==> config.mk <==
export PLATFORM = sky130hd
export DESIGN_NAME = pwm_timer
export DESIGN_NICKNAME = d
export VERILOG_FILES = /design/src/rtl/pwm_timer_pkg.sv /design/src/rtl/pwm_regs.sv /design/src/rtl/pwm_channel.sv /design/src/rtl/pwm_timer.sv
export SDC_FILE = /design/constraint.sdc
export NUM_CORES = 1
export LEC_CHECK = 0
export BUFFER_PORTS_ARGS = -buffer_cell sky130_fd_sc_hd__buf_2
export CAP_MARGIN = 20
export CORE_MARGIN = 2
export CORE_UTILIZATION = 45
export CTS_CLUSTER_DIAMETER = 80
export CTS_CLUSTER_SIZE = 24
export DETAILED_ROUTE_END_ITERATION = 16
export GPL_ROUTABILITY_DRIVEN = 0
export PLACE_DENSITY = 0.62
export SLEW_MARGIN = 20
export SYNTH_ARGS = -nofsm -noshare
export SYNTH_HDL_FRONTEND = slang
export SYNTH_SLANG_ARGS = --single-unit
==> constraint.sdc <==
create_clock -name clk -period 2.7 [get_ports clk]
set_input_delay 0.54 -clock clk [delete_from_list [all_inputs] [get_ports clk]]
set_output_delay 0.54 -clock clk [all_outputs]
set_load 0.01 [all_outputs]
==> src/rtl/pwm_timer_pkg.sv <==
package pwm_timer_pkg;

  localparam int DW = 32;

  // fixed register offsets
  localparam int A_CFG0 = 'h00;
  localparam int A_CFG1 = 'h04;
  localparam int A_CTRL = 'h08;
  localparam int A_STAT = 'h44;
  localparam int A_CH0  = 'h0C;
  localparam int A_STEP = 12;

  // per-channel register kinds inside a channel block
  localparam int K_PER = 0;
  localparam int K_CMP = 1;
  localparam int K_OBS = 2;

  // bit offsets inside a channel's control field
  localparam int F_RUN = 0;
  localparam int F_UPD = 1;
  localparam int F_INV = 2;
  localparam int F_RLD = 3;
  localparam int F_DZ  = 4;

  function automatic int ctl_base(input int n);
    return (n == 0) ? 0 : 4 * (n + 1);
  endfunction

  function automatic int ch_addr(input int n, input int kind);
    return A_CH0 + A_STEP * n + 4 * kind;
  endfunction

endpackage

==> src/rtl/pwm_regs.sv <==
module pwm_regs
  import pwm_timer_pkg::*;
#(
  parameter int NCH    = 5,
  parameter int CNT_W  = 16,
  parameter int ADDR_W = 8
) (
  input  logic                       clk,
  input  logic                       rst,
  input  logic                       bus_wr,
  input  logic [ADDR_W-1:0]          bus_addr,
  input  logic [DW-1:0]              bus_wdata,
  output logic [DW-1:0]              bus_rdata,
  input  logic [NCH-1:0][CNT_W-1:0]  ch_count,
  input  logic [NCH-1:0]             ch_expire,
  output logic [NCH-1:0][CNT_W-1:0]  per_buf,
  output logic [NCH-1:0][CNT_W-1:0]  cmp_buf,
  output logic [NCH-1:0]             ctl_run,
  output logic [NCH-1:0]             ctl_upd,
  output logic [NCH-1:0]             ctl_inv,
  output logic [NCH-1:0]             ctl_rld,
  output logic [NCH-1:0]             stat_q
);

  logic [DW-1:0] cfg0_q;
  logic [DW-1:0] cfg1_q;
  logic [DW-1:0] ctrl_q;
  logic [DW-1:0] rd_next;

  logic hit_cfg0, hit_cfg1, hit_ctrl, hit_stat;
  logic [NCH-1:0] hit_per, hit_cmp, hit_obs;

  assign hit_cfg0 = (bus_addr == ADDR_W'(A_CFG0));
  assign hit_cfg1 = (bus_addr == ADDR_W'(A_CFG1));
  assign hit_ctrl = (bus_addr == ADDR_W'(A_CTRL));
  assign hit_stat = (bus_addr == ADDR_W'(A_STAT));

  for (genvar n = 0; n < NCH; n++) begin : g_dec
    assign hit_per[n] = (bus_addr == ADDR_W'(ch_addr(n, K_PER)));
    assign hit_cmp[n] = (bus_addr == ADDR_W'(ch_addr(n, K_CMP)));
    assign hit_obs[n] = (bus_addr == ADDR_W'(ch_addr(n, K_OBS)));

    // control field unpacking, uneven placement per R3
    assign ctl_run[n] = ctrl_q[ctl_base(n) + F_RUN];
    assign ctl_upd[n] = ctrl_q[ctl_base(n) + F_UPD];
    assign ctl_inv[n] = ctrl_q[ctl_base(n) + F_INV];
    assign ctl_rld[n] = ctrl_q[ctl_base(n) + F_RLD];
  end

  // register storage
  always_ff @(posedge clk) begin
    if (rst) begin
      cfg0_q  <= '0;
      cfg1_q  <= '0;
      ctrl_q  <= '0;
      per_buf <= '0;
      cmp_buf <= '0;
    end else if (bus_wr) begin
      if (hit_cfg0) cfg0_q <= bus_wdata;
      if (hit_cfg1) cfg1_q <= bus_wdata;
      if (hit_ctrl) ctrl_q <= bus_wdata;
      for (int n = 0; n < NCH; n++) begin
        if (hit_per[n]) per_buf[n] <= bus_wdata[CNT_W-1:0];
        if (hit_cmp[n]) cmp_buf[n] <= bus_wdata[CNT_W-1:0];
      end
    end
  end

  // interrupt status: set on expiry, write-one-to-clear, set wins
  always_ff @(posedge clk) begin
    if (rst) begin
      stat_q <= '0;
    end else begin
      for (int n = 0; n < NCH; n++) begin
        if (ch_expire[n])
          stat_q[n] <= 1'b1;
        else if (bus_wr && hit_stat && bus_wdata[n])
          stat_q[n] <= 1'b0;
      end
    end
  end

  // read multiplexer; status decode is last so it wins at its address
  always_comb begin
    rd_next = '0;
    if (hit_cfg0) rd_next = cfg0_q;
    if (hit_cfg1) rd_next = cfg1_q;
    if (hit_ctrl) rd_next = ctrl_q;
    for (int n = 0; n < NCH; n++) begin
      if (hit_per[n]) rd_next = DW'(per_buf[n]);
      if (hit_cmp[n]) rd_next = DW'(cmp_buf[n]);
      if (hit_obs[n]) rd_next = DW'(ch_count[n]);
    end
    if (hit_stat) rd_next = DW'(stat_q);
  end

  always_ff @(posedge clk) begin
    if (rst) bus_rdata <= '0;
    else     bus_rdata <= rd_next;
  end

endmodule

==> src/rtl/pwm_channel.sv <==
module pwm_channel #(
  parameter int CNT_W = 16
) (
  input  logic             clk,
  input  logic             rst,
  input  logic             tick,
  input  logic             run,
  input  logic             upd,
  input  logic             inv,
  input  logic             rld,
  input  logic [CNT_W-1:0] per_buf,
  input  logic [CNT_W-1:0] cmp_buf,
  output logic [CNT_W-1:0] count,
  output logic [CNT_W-1:0] cmp_act,
  output logic             halted,
  output logic             expire,
  output logic             pwm
);

  logic active;
  logic at_zero;

  assign active  = run && !upd && !halted;
  assign at_zero = (count == '0);

  always_ff @(posedge clk) begin
    if (rst) begin
      count   <= '0;
      cmp_act <= '0;
      halted  <= 1'b0;
      expire  <= 1'b0;
    end else begin
      expire <= 1'b0;
      if (upd) begin
        count   <= per_buf;
        cmp_act <= cmp_buf;
        halted  <= 1'b0;
      end else if (active && tick) begin
        if (at_zero) begin
          expire <= 1'b1;
          if (rld) begin
            count   <= per_buf;
            cmp_act <= cmp_buf;
          end else begin
            halted <= 1'b1;
          end
        end else begin
          count <= count - CNT_W'(1);
        end
      end
    end
  end

  // registered output
  always_ff @(posedge clk) begin
    if (rst) pwm <= 1'b0;
    else     pwm <= (active && (count <= cmp_act)) ^ inv;
  end

endmodule

==> src/rtl/pwm_timer.sv <==
module pwm_timer
  import pwm_timer_pkg::*;
#(
  parameter int NCH    = 5,
  parameter int CNT_W  = 16,
  parameter int ADDR_W = 8
) (
  input  logic              clk,
  input  logic              rst,
  input  logic              tick,
  input  logic              bus_wr,
  input  logic [ADDR_W-1:0] bus_addr,
  input  logic [31:0]       bus_wdata,
  output logic [31:0]       bus_rdata,
  output logic [NCH-1:0]    pwm_out
);

  logic [NCH-1:0][CNT_W-1:0] per_buf;
  logic [NCH-1:0][CNT_W-1:0] cmp_buf;
  logic [NCH-1:0][CNT_W-1:0] ch_count;
  logic [NCH-1:0][CNT_W-1:0] ch_cmp;
  logic [NCH-1:0] ctl_run, ctl_upd, ctl_inv, ctl_rld;
  logic [NCH-1:0] ch_halt, ch_expire, stat_q;

  pwm_regs #(
    .NCH(NCH), .CNT_W(CNT_W), .ADDR_W(ADDR_W)
  ) u_regs (
    .clk       (clk),
    .rst       (rst),
    .bus_wr    (bus_wr),
    .bus_addr  (bus_addr),
    .bus_wdata (bus_wdata),
    .bus_rdata (bus_rdata),
    .ch_count  (ch_count),
    .ch_expire (ch_expire),
    .per_buf   (per_buf),
    .cmp_buf   (cmp_buf),
    .ctl_run   (ctl_run),
    .ctl_upd   (ctl_upd),
    .ctl_inv   (ctl_inv),
    .ctl_rld   (ctl_rld),
    .stat_q    (stat_q)
  );

  for (genvar n = 0; n < NCH; n++) begin : g_ch
    pwm_channel #(.CNT_W(CNT_W)) u_ch (
      .clk     (clk),
      .rst     (rst),
      .tick    (tick),
      .run     (ctl_run[n]),
      .upd     (ctl_upd[n]),
      .inv     (ctl_inv[n]),
      .rld     (ctl_rld[n]),
      .per_buf (per_buf[n]),
      .cmp_buf (cmp_buf[n]),
      .count   (ch_count[n]),
      .cmp_act (ch_cmp[n]),
      .halted  (ch_halt[n]),
      .expire  (ch_expire[n]),
      .pwm     (pwm_out[n])
    );
  end

endmodule

==> metrics, run 1 <==
crit path cell chain=ha_1, nand4_1, or2_2, o41ai_1, a211oi_1, o31a_1, o21a_1; combinational power share=0.052; Peak Freq=around 390 MHz; area of the core=52400 um2; num ports=just over 80; post-synthesis sequential area ratio=0.393; register area=~9400 um2; Hold Crit Depth=3; grt ovf=0; Setup crit start=g_ch[1].u_ch.count[8]; first-pass GRT wire length=130000 um; ANT cells=0; R2R Setup Slk=approximately 0.12 ns; PortBufs=80; DR pass1 iterations=7; Int Power=0.00954 W; Mapped Cells=~3100; CP Capture Type=flip-flop; dpl hpwl=between 60000 and 70000 um; #FFs+latches synth=468; total track usage=0.309; die footprint=54800 um2; Skew-Pair Late Insertion Delay=0.62 ns; Leak=9.82 nW; Final Hold Viols=0; Clock Tree Buf Depth=3; drt total wl=86400 um; wire per inst=~23 um; Setup Viol. Count Final=0; Slew @ Worst Pin=about 0.8 ns; status=finished, final reports clean; Max FO, Critical Path=6; Util after Layout=0.500; clock network power share=0.407; Ys Warns=0; TritonCTS clock tree=yes; Max-cap violations=0; Reg clk slew, reported paths=around 0.09 ns; RR Endpoint=g_ch[1].u_ch.pwm; max_slew headroom=0.464; area of the multi-input gates=13000 um2; DRC viols=0; Cell Rows=84; EDFF count, synth=0; post-CTS setup buffers=0; Area Overhead vs Synth=10.2%; worst stage delay on the critical path=0.57 ns; number of global-route vias before repair=between 20000 and 25000; final antenna-violating net count=0; initial antenna violation count=7; leading cell type in the layout, fill and taps excluded=nand2_1; Netlist cell types=91; Post-Syn Area per Cell=7.77 um2; Die Ht=234 um; Tcrit/Tclk final=0.957; worst hold start=bus_wdata[24]; Max stage delay cell, worst path=o41ai_1; Setup Skew=0.0248 ns; layout cells sized above 1=0.110; clock sink count=468; starting density of the core=0.454; syn_nets=3201; via/cell ratio=6.13; reg2reg path depth=7; Worst Setup EP=g_ch[1].u_ch.pwm; RSZ-0062 raised after global routing=false; via count=23244; Post-DP Area=25200 um2; most frequent cells in the layout=nand2_1, dfxtp_1, a21oi_1, nor2_1, o21ai_0; Peak VDD IR=512 uV; switching share of power=0.254; die width=234 um; Worst EP arrival=3.09 ns; pwr dens=488 nW/um2; total CTS buffers=30; largest net degree at the start of global routing=139; synthesized cell area=23800 um2; initial DRC count=3226; hold crit path type=input pin to flip-flop; Setup crit start kind=flip-flop; predominant post-synthesis flop cell=dfxtp_1; Worst EP required=3.21 ns; Final min period=~2.6 ns; Fill cells=5052; # nets final=approximately 3200; worst flop-to-flop path startpoint=g_ch[1].u_ch.count[8]; Pins Over Slew Limit=0; critical path class=flip-flop to flip-flop; P_sw=0.00326 W; H-Tree Depth=1; cell area after layout=between 20000 and 30000 um2; ys async rst share=0; register share of total power=0.540; root buffer cell=clkbuf_16
[synthesized netlist by cell type (10+ instances only)]
master	number	area, um2
mux2i_1	108	1080
o21ai_0	166	831
nand2b_1	10	62.6
a21o_1	13	97.6
nor2b_1	15	93.8
nor3_1	59	295
nor4_1	20	125
o21a_1	12	90.1
mux2_2	14	158
clkbuf_1	146	548
o211ai_1	13	97.6
nand3_1	58	290
nand2_1	632	2370
a31oi_1	10	62.6
buf_4	15	113
nand4_1	23	144
or3_1	15	93.8
a22oi_1	14	105
buf_2	56	280
and3_1	21	131
nor3b_1	14	105
a221oi_1	24	210
inv_1	115	432
o221ai_1	10	87.6
a222oi_1	17	170
dfxtp_1	468	9370
and2_1	22	138
a211oi_1	24	180
ha_1	90	1130
nor2_1	254	953
a21oi_1	401	2010
o22ai_1	29	181
[metal layers]
layer / share of wire / GRT usage / wire (um)
met1: 0.41 / 0.422 / 35500
met2: 0.44 / 0.472 / 37700
met4: 0.053 / 0.147 / 4560
met3: 0.098 / 0.0559 / 8470
met5: 0.00086 / 0 / 74
[how the worst min path moves through the flow]
stage          slack [ns]                 to
2_1_floorplan        0.41   u_regs.stat_q[0]
3_3_place_gp         0.44   u_regs.stat_q[0]
3_5_place_dp         0.45  u_regs.cfg1_q[17]
4_1_cts              0.15  u_regs.ctrl_q[24]
5_1_grt              0.17  u_regs.ctrl_q[31]
6_report             0.17  u_regs.ctrl_q[24]
[power by group through the flow]
stage                     sequential (W)  combinational (W)  clock (W)
after global routing             0.00691           0.000688    0.00553
final                            0.00691           0.000671    0.00521
after CTS                        0.00691           0.000644    0.00525
after detailed placement         0.00707           0.000642          0
after floorplan                  0.00707           0.000347          0
after global placement           0.00707           0.000637          0
[worst max-delay path, delay by kind of cell, from the launching register on]
| family | cells | cell delay [ns] |
|---|---|---|
| AO/OA/AOI/OAI | 4 | 1.28 |
| AND/OR/NAND/NOR | 2 | 0.43 |
| flip-flops | 1 | 0.42 |
| adder cells (fa/ha/maj) | 1 | 0.34 |
[sequential cells by signal, summed over array words and instances, names as in the netlist]
signal,count
u_regs.ctrl_q,32
u_regs.cmp_buf,80
u_regs.per_buf,80
g_ch.u_ch.halted,5
g_ch.u_ch.count,80
g_ch.u_ch.cmp_act,80
u_regs.bus_rdata,32
g_ch.u_ch.pwm,5
u_regs.stat_q,5
u_regs.cfg0_q,32
g_ch.u_ch.expire,5
u_regs.cfg1_q,32
[final cells by class]
type / instances / share of cell area
repair buffers: 210 / 0.0567
inverters: 116 / 0.0166
clock buffers: 31 / 0.0296
multi-input cells: 2257 / 0.497
well taps: 688 / 0.0328
clock inverters: 22 / 0.0106
flip-flops and latches: 468 / 0.357
[logic make-up after synthesis]
family                     count (synthesis)  synth area share
DFF                                      468             0.393
adders and majority gates                 90            0.0473
AOI/OAI and AO/OA                        833             0.212
and+or+nand+nor                         1202             0.225
muxes                                    131            0.0605
buffers and inverters                    342            0.0615
xor gates and xnor gates                   1          0.000368
[through the flow]
stage | setup TNS (ns) | total power, W | worst slack [ns] | hold slack, ns | std cells
after global placement | -0.509 | 0.00771 | -0.262 | 0.437 | 3739
after floorplan | 0 | 0.00742 | 0.374 | 0.413 | 3067
after CTS | 0 | 0.0128 | 0.155 | 0.153 | 3792
after global routing | 0 | 0.0131 | 0.0220 | 0.168 | 3792
after detailed placement | -0.547 | 0.00772 | -0.289 | 0.447 | 3739
final | 0 | 0.0128 | 0.117 | 0.170 | 3792
[repair_timing]
item | CTS | global route
gates resized for setup | 0 | 1
hold buffers | 0 | 0
endpoints found under the setup margin | 0 | 6
Power figures use the tool's default switching activity.
==> run 2: changes to the inputs <==
--- a/config.mk
+++ b/config.mk
@@ -7,6 +7,7 @@
 export LEC_CHECK = 0
 export BUFFER_PORTS_ARGS = -buffer_cell sky130_fd_sc_hd__buf_2
 export CAP_MARGIN = 20
+export CORE_ASPECT_RATIO = 1.5
 export CORE_MARGIN = 2
 export CORE_UTILIZATION = 45
 export CTS_CLUSTER_DIAMETER = 80
==> run 2 against run 1 <==
Die area hardly changed. Non-clock buffer count is 22 higher. Highest routed layer unchanged. Critical endpoint is now u_regs.bus_rdata[15]. Setup slack better by 0.025 ns. Via count is 0.69% higher. Total power is 8.9% lower. Global-route usage is 0.47 points higher. Clock skew is 0.00053 ns higher. First-iteration DRC count is 24% lower.
==> metrics, run 2 (synthesized netlist as in run 1, its figures left out) <==
die footprint=54800 um2; grt ovf=0; Die Ht=286 um; H-Tree Depth=1; Reg clk slew, reported paths=0.10 ns; CP Capture Type=flip-flop; Post-DP Area=25400 um2; post-CTS setup buffers=0; via/cell ratio=6.18; Final Hold Viols=0; root buffer cell=clkbuf_16; starting density of the core=0.454; dpl hpwl=63300 um; DP Worst Slack=-0.209 ns; worst flop-to-flop path startpoint=g_ch[0].u_ch.count[0]; Final min period=2.56 ns; worst hold start=bus_wdata[27]; setup_tns=0 ns; leading cell type in the layout, fill and taps excluded=nand2_1; Peak VDD IR=427 uV; PortBufs=80; Clock Tree Buf Depth=3; status=finished, final reports clean; # nets final=3233; Cell Rows=between 100 and 150; Skew-Pair Late Insertion Delay=0.59 ns; cell area after layout=26100 um2; total CTS buffers=24; largest net degree at the start of global routing=approximately 140; Max FO, Critical Path=19; number of global-route vias before repair=around 22000; first-pass GRT wire length=133000 um; Pins Over Slew Limit=0; Setup Viol. Count Final=0; initial antenna violation count=4; Setup Skew=0.0253 ns; drt total wl=a little under 90000 um; Setup crit start kind=input pin; Leak=9.76 nW; via count=23405; most frequent cells in the layout=nand2_1, dfxtp_1, a21oi_1, nor2_1, o21ai_0; crit path cell chain=buf_2, nor2_1, nand2_1, o32ai_1, a211oi_1, o22ai_1; final antenna-violating net count=0; Max stage delay cell, worst path=o32ai_1; wire per inst=23.1 um; layout cells sized above 1=0.110; Area Overhead vs Synth=9.49%; Slew @ Worst Pin=0.922 ns; area of the core=52500 um2; pwr dens=447 nW/um2; max_slew headroom=0.384; Tcrit/Tclk final=0.947; Max-cap violations=0; # hold bufs at CTS=0; initial DRC count=2457; final worst slack=0.142 ns; worst stage delay on the critical path=0.89 ns; Util after Layout=0.497; Worst EP arrival=3.04 ns; DRC viols=0; Peak Freq=391 MHz; Worst EP required=3.18 ns; hold crit path type=input pin to flip-flop; clock sink count=468; total track usage=0.314; critical path class=input pin to flip-flop; DR pass1 iterations=7; die width=192 um; RSZ-0062 raised after global routing=false; num ports=just over 80; Setup crit start=bus_addr[1]; TritonCTS clock tree=yes
run 2: cell count changes in the layout (fill, tap and decap cells not counted), sizes merged:
| cell | delta |
|---|---|
| buf | +22 |
| inv | -4 |
| bufinv | -3 |
| clkinvlp | -3 |
| diode | +3 |
| clkinv | -8 |
| clkbuf | -6 |
run 2: final cells by class:
class | instances | area, um2
inverter | 116 | 435
clock buffer | 25 | 626
timing repair buffer | 232 | 1700
fill | 5097 | 26400
sequential | 468 | 9370
clock inverter | 4 | 45.0
tap | 682 | 853
multi-input combinational | 2257 | 13000
antenna | 3 | 7.51
run 2: worst max-delay path: cells and delay by family:
kind                   cells  cell delay [ns]
and+or+nand+nor            2             0.88
buffers and inverters      1             0.21
AOI/OAI and AO/OA          3             1.41
run 2: routing by layer:
metal / global-route usage / part of all wire
met1: 0.372 / 0.37
met2: 0.511 / 0.46
met3: 0.0513 / 0.080
met4: 0.228 / 0.082
met5: 0 / 0.00026
run 2: timing repair:
item / 4_1_cts / 5_1_grt
setup endpoints to repair: 0 / 2
gates resized for setup: 0 / 2
hold endpoints to repair: 0 / 0
run 2: worst paths after layout:
check                            to  slack, ns  depth (start not counted)
max reg2reg  g_ch[0].u_ch.count[15]       0.16                          7
min reg2reg       u_regs.cfg1_q[31]       0.46                          2
min               u_regs.cfg0_q[27]       0.20                          3
max            u_regs.bus_rdata[15]       0.14                          6
run 2: metrics by stage:
step | instances | power (W) | hold WS, ns
floorplan | 3067 | 0.00742 | 0.413
global placement | 3755 | 0.00772 | 0.440
detailed placement | 3755 | 0.00773 | 0.440
CTS | 3784 | 0.0117 | 0.187
global route | 3785 | 0.0120 | 0.196
finish | 3787 | 0.0117 | 0.204
run 2: report_power, final:
| group | internal [W] | total (W) | switching (W) |
|---|---|---|---|
| registers | 0.00690 | 0.00691 | 0.00000864 |
| clock network | 0.00169 | 0.00407 | 0.00237 |
| logic | 0.000170 | 0.000680 | 0.000510 |
| total | 0.00877 | 0.0117 | 0.00289 |
